===== src/rtl/dma_seq.sv =====
module dma_seq #(
  parameter int NCH  = 8,
  parameter int CH_W = (NCH > 1) ? $clog2(NCH) : 1
) (
  input  logic            clk,
  input  logic            rst_n,
  input  logic            enable,
  input  logic            start,
  input  logic [CH_W-1:0] chan_sel,
  input  logic            alt_sel,
  input  logic            chan_req,
  input  logic            wait_on_req,
  input  logic [31:8]     tbl_base,
  input  logic [2:0]      desc_prot,
  input  logic            err_clr,
  output logic            mem_req,
  output logic            mem_we,
  output logic [31:0]     mem_addr,
  output logic [31:0]     mem_wdata,
  input  logic [31:0]     mem_rdata,
  input  logic            mem_ready,
  input  logic            mem_err,
  output logic [2:0]      mem_prot,
  output logic [3:0]      seq_state,
  output logic            xfer_done,
  output logic            bus_err
);
  localparam logic [31:0] ALT_OFS = 32'(16 * NCH);
  localparam int CNT_W = 10;

  typedef enum logic [3:0] {
    S_IDLE = 4'h0, S_RCTL = 4'h1, S_RSRC = 4'h2, S_RDST = 4'h3,
    S_RDAT = 4'h4, S_WDAT = 4'h5, S_WREQ = 4'h6, S_WCTL = 4'h7,
    S_STAL = 4'h8, S_DONE = 4'h9, S_SGTR = 4'hA
  } st_t;

  st_t             st, nxt;
  logic [CH_W-1:0] ch;
  logic            alt, fin;
  logic [31:0]     ctrl, src_end, dst_end, dat;
  logic [CNT_W-1:0] rem;
  logic [10:0]     bcnt, rlim;
  logic [31:0]     tbl, desc, wb;
  logic            ac, ok, last, rend;

  assign tbl  = {tbl_base, 8'h00} + (alt ? ALT_OFS : 32'd0);
  assign desc = tbl + (32'(ch) << 4);
  assign rlim = (ctrl[7:4] > 4'd10) ? 11'h7FF : ((11'd1 << ctrl[7:4]) - 11'd1);
  assign last = (rem == '0);
  assign rend = last || (bcnt == rlim);
  assign wb   = fin ? {ctrl[31:18], {CNT_W{1'b0}}, ctrl[7:3], 3'b000}
                    : {ctrl[31:18], rem, ctrl[7:0]};

  assign ac = mem_req && mem_ready;
  assign ok = ac && !mem_err;

  assign mem_req = (st == S_RCTL) || (st == S_RSRC) || (st == S_RDST) ||
                   (st == S_RDAT) || (st == S_WDAT) || (st == S_WCTL);
  assign mem_we  = (st == S_WDAT) || (st == S_WCTL);
  assign mem_wdata = (st == S_WDAT) ? dat : (st == S_WCTL) ? wb : 32'd0;
  assign mem_prot  = (st == S_RDAT) ? ctrl[20:18] :
                     (st == S_WDAT) ? ctrl[23:21] : desc_prot;
  assign seq_state = st;
  assign xfer_done = (st == S_DONE);

  always_comb begin
    case (st)
      S_RCTL, S_WCTL: mem_addr = desc + 32'd8;
      S_RSRC:         mem_addr = desc;
      S_RDST:         mem_addr = desc + 32'd4;
      S_RDAT:         mem_addr = src_end - (32'(rem) << 2);
      S_WDAT:         mem_addr = dst_end - (32'(rem) << 2);
      default:        mem_addr = 32'd0;
    endcase
  end

  always_comb begin
    nxt = st;
    if (ac && mem_err) nxt = S_IDLE;
    else begin
      case (st)
        S_IDLE: if (start && enable) nxt = S_RCTL;
        S_RCTL: if (ok) nxt = (mem_rdata[2:0] == 3'd0) ? S_IDLE : S_RSRC;
        S_RSRC: if (ok) nxt = S_RDST;
        S_RDST: if (ok) nxt = enable ? S_RDAT : S_STAL;
        S_STAL: if (enable) nxt = S_RDAT;
        S_RDAT: if (ok) nxt = S_WDAT;
        S_WDAT: if (ok) begin
          if (rend) nxt = (wait_on_req && chan_req) ? S_WREQ : S_WCTL;
          else      nxt = enable ? S_RDAT : S_STAL;
        end
        S_WREQ: if (!chan_req) nxt = S_WCTL;
        S_WCTL: if (ok) nxt = fin ? ((ctrl[2:0] == 3'd7) ? S_SGTR : S_DONE) : S_IDLE;
        S_SGTR: nxt = S_DONE;
        S_DONE: nxt = S_IDLE;
        default: nxt = S_IDLE;
      endcase
    end
  end

  always_ff @(posedge clk or negedge rst_n) begin
    if (!rst_n) begin
      st <= S_IDLE; ch <= '0; alt <= 1'b0; fin <= 1'b0;
      ctrl <= '0; src_end <= '0; dst_end <= '0; dat <= '0;
      rem <= '0; bcnt <= '0; bus_err <= 1'b0;
    end else begin
      st <= nxt;
      if (ac && mem_err) bus_err <= 1'b1;
      else if (err_clr)  bus_err <= 1'b0;
      case (st)
        S_IDLE: if (start && enable) begin
          ch <= chan_sel; alt <= alt_sel; fin <= 1'b0;
        end
        S_RCTL: if (ok) begin ctrl <= mem_rdata; rem <= mem_rdata[17:8]; end
        S_RSRC: if (ok) src_end <= mem_rdata;
        S_RDST: if (ok) begin dst_end <= mem_rdata; bcnt <= '0; end
        S_RDAT: if (ok) dat <= mem_rdata;
        S_WDAT: if (ok) begin
          if (last) fin <= 1'b1;
          else begin rem <= rem - 1'b1; bcnt <= bcnt + 1'b1; end
        end
        default: ;
      endcase
    end
  end

  // no start taken while disabled
  a_r2_disabled_idle: assert property (@(posedge clk) disable iff (!rst_n)
    (st == S_IDLE && !enable) |=> (st == S_IDLE));
  // control word slot is offset 8 within a 16-byte descriptor
  a_r3_ctl_slot: assert property (@(posedge clk) disable iff (!rst_n)
    (st == S_RCTL || st == S_WCTL) |-> (mem_addr[3:0] == 4'h8));
  // done only follows a write-back or the scatter-gather pass-through
  a_r7_done_origin: assert property (@(posedge clk) disable iff (!rst_n)
    $rose(xfer_done) |-> ($past(st) == S_WCTL || $past(st) == S_SGTR));
  a_r7_done_one_cycle: assert property (@(posedge clk) disable iff (!rst_n)
    xfer_done |=> (st == S_IDLE));
  // stopped descriptor goes back to idle
  a_r8_stop_mode: assert property (@(posedge clk) disable iff (!rst_n)
    (st == S_RCTL && mem_ready && !mem_err && mem_rdata[2:0] == 3'd0) |=> (st == S_IDLE));
  // pass-through lasts one cycle
  a_r9_sg_pass: assert property (@(posedge clk) disable iff (!rst_n)
    (st == S_SGTR) |=> (st == S_DONE));
  // held while request persists
  a_r11_wait_req: assert property (@(posedge clk) disable iff (!rst_n)
    (st == S_WREQ && chan_req) |=> (st == S_WREQ && !mem_req));
  // stalled without access until enabled
  a_r12_stall: assert property (@(posedge clk) disable iff (!rst_n)
    (st == S_STAL && !enable) |=> (st == S_STAL && !mem_req));
  // error aborts and flags
  a_r13_err_abort: assert property (@(posedge clk) disable iff (!rst_n)
    (mem_req && mem_ready && mem_err) |=> (st == S_IDLE && bus_err));
  // pending access held stable
  a_r14_hold: assert property (@(posedge clk) disable iff (!rst_n)
    (mem_req && !mem_ready) |=> (mem_req && $stable(mem_addr) && $stable(mem_we) && $stable(mem_wdata)));
endmodule


===== config.mk =====
export PLATFORM = sky130hd
export DESIGN_NAME = dma_seq
export DESIGN_NICKNAME = d
export VERILOG_FILES = /design/src/rtl/dma_seq.sv
export SDC_FILE = /design/constraint.sdc
export NUM_CORES = 1
export LEC_CHECK = 0
export BUFFER_PORTS_ARGS = -buffer_cell sky130_fd_sc_hd__buf_2
export CAP_MARGIN = 0
export CORE_MARGIN = 2
export CORE_UTILIZATION = 59
export CTS_BUF_LIST = sky130_fd_sc_hd__clkbuf_8
export DETAILED_ROUTE_END_ITERATION = 8
export PLACE_DENSITY = 0.8
export REMOVE_ABC_BUFFERS = 1
export SLEW_MARGIN = 15
export SYNTH_ARGS = -nofsm -noshare
export SYNTH_HDL_FRONTEND = slang
export SYNTH_SLANG_ARGS = --single-unit
export TNS_END_PERCENT = 5

===== constraint.sdc =====
create_clock -name clk -period 5.51 [get_ports clk]
set_input_delay 1.102 -clock clk [delete_from_list [all_inputs] [get_ports clk]]
set_output_delay 1.102 -clock clk [all_outputs]
set_load 0.005 [all_outputs]

==> run metrics <==
post-synth cell types 73; Fin Setup TNS 0 ns; met3 WL 1520 um; vias in the first global route 7098; postcts setup bufs 0; most frequent cell after synthesis dfrtp_1; chip width 127 um; PnR worst setup slack 0.439 ns; antenna violations before repair 0; Tightest Hold Check Type reg -> reg; number of top-level pins 147; synthesized area 0.00897 mm^2; Antenna Cells 0; Synthesis Warnings 0; Final Core Density 68.6%; drt pass-1 iters 7; post-route DRC violation count 0; syn avg cell area 9.99 um^2; Clock Skew 0.0103 ns; core area 0.0150 mm^2; #FFs+latches synth 149; Synth Flop Type dfrtp_1; clock root cell clkbuf_8; Tcrit/Tclk final 92.0%; routed len/inst 18.8 um; Worst slew margin 33.4%; Slew Limit Fails 0; top post-synthesis cells by area dfrtp_1, mux2_2, nand2_1; commonest cells in the netlist dfrtp_1, mux2_2, nand2_1, o21ai_0, nor2_1; Initial Util 59.7%; DIE HEIGHT 127 um; Post-CTS Resized 0; Final Non-Filler Cells 1227; clk_lat worst skew 0.46 ns; port buffer count 146; CTS H-tree lvls 4; number of flops mapped to enable cells by yosys 0; minimum clock period 5.07 ns; Leak 4.93 nW; area growth from synthesis to layout 14.9%; Overflow after GRT 0; FMAX 0.197 GHz; result of the run finished clean; DR vias 7641; pre-CTS WS 1.00 ns; M1 WL 10500 um; crit-path max FO 35; max-cap viol count 0; worst path arrival time 3.97 ns; hold_ws 0.510 ns; cell accounting for the most synthesized area dfrtp_1; Post-CTS Hold Fix Bufs 0; routed wire length 23100 um; first-pass GRT wire length 36500 um; Setup CP Type reg -> out; antenna viol nets, final 0; Max Root-Sink Buffers 2; Critical Path End Type output pin; Synth Instances 898; largest net degree at the start of global routing 113; Max Used Layer met4; critical path required time 4.41 ns; GRT Util Overall 28.5%; PD cells 423 mW/mm^2; row cnt 45; Reg clk slew, reported paths 0.08 ns; WL met2 10600 um; hpwl dp 15900 um; NumNets Final 1113; 1st-iter DRT viols 713; Final setup viols 0; DP Cell Count 1196; TritonCTS Buffers 17; Hold Vio Cnt, Final 0; Max IR drop VDD 0.259 mV; Async SR Flop Fraction 100%; routability cong. 0.919; CP startpoint kind flop; CTS tree yes; area share of the largest cell type after synthesis 41.6%; Via density 6.23; sequential area share after synthesis 41.6%; # clock sinks 149; area of the die 0.0162 mm^2; worst slew pin tran 0.999 ns; RSZ-0062 raised after global routing false; fraction of layout cells with a size suffix above 1 32.6%
==> flip-flops by register name, indices dropped and copies added (netlist names) <==
register and cells:
alt 1, bcnt 11, bus_err 1, ch 3, ctrl 22, dat 32
dst_end 32, fin 1, rem 10, seq_state 4, src_end 32
==> final timing paths <==
check | end | from | slack [ns] | depth (start not counted)
worst max-delay path | mem_addr[31] | seq_state[0] | 0.44 | 13
worst min-delay path | src_end[0] | src_end[0] | 0.51 | 1
worst max register to register | seq_state[3] | ctrl[6] | 2.17 | 9
worst min register to register | src_end[0] | src_end[0] | 0.51 | 1
max in group asynchronous | dst_end[1] | rst_n | 3.65 | 2
min in group asynchronous | src_end[14] | rst_n | 0.77 | 1
==> report_power, final <==
group | switching, mW | internal, mW
Sequential | 0.280 | 1.38
Clock | 0.410 | 0.522
Combinational | 0.932 | 0.833
Total | 1.62 | 2.74
==> metal layers <==
metal / vias up / track usage (%)
met5: - / 0
met4: 0 / 10.2
met3: 39 / 4.61
met2: 310 / 43.7
met1: 3733 / 41.1
li1: 3559 / -
==> placed cells by master, fill, tap and decap left out, drive strengths merged, types with 12 or more instances in the layout <==
cell    count
ha         13
a21oi      40
nand3      17
buf       168
nor2       45
o21ai      58
nand2      90
nor3       27
clkbuf     20
mux2      123
mux2i      27
o211ai     14
or3        12
xnor2      15
xor2       17
inv        23
dfrtp     149
nand2b     12
a22o       33
==> cell families (layout without fill, tap and decap cells) <==
| logic type | count (synthesis) | in the layout | synth area share, % |
|---|---|---|---|
| buf+inv | 79 | 220 | 3.67 |
| simple gates | 267 | 267 | 15.6 |
| xor+xnor | 32 | 32 | 3.12 |
| fa+ha+maj | 14 | 14 | 2.04 |
| flops | 149 | 149 | 41.6 |
| compound gates | 207 | 207 | 15.5 |
| mux | 150 | 150 | 18.4 |
==> layout make-up <==
| cell class | count | area [um^2] |
|---|---|---|
| Clock inverter | 11 | 159 |
| Inverter | 21 | 78.8 |
| Sequential cell | 149 | 3730 |
| Timing Repair Buffer | 168 | 902 |
| Tap cell | 188 | 235 |
| Multi-Input combinational cell | 670 | 4940 |
| Fill cell | 1162 | 4720 |
| Clock buffer | 20 | 275 |
==> critical path, cell delays in order, from the launching register on <==
cell	delay (ns)
dfrtp_1	0.55
and4bb_4	0.61
buf_4	0.37
nand2_1	0.09
nand2_1	0.10
ha_1	0.25
nand3b_1	0.11
a211oi_1	0.11
o21ai_1	0.17
buf_4	0.20
o211ai_1	0.14
or3_1	0.40
a32o_1	0.27
buf_2	0.13
==> stage by stage <==
stage	instance area [um^2]	power [mW]
2_1_floorplan	8720	2.83
3_3_place_gp	9880	3.36
3_5_place_dp	9880	3.41
4_1_cts	10300	4.34
5_1_grt	10300	4.62
6_report	10300	4.36
Note: power is estimated with default switching activity, not from simulation.
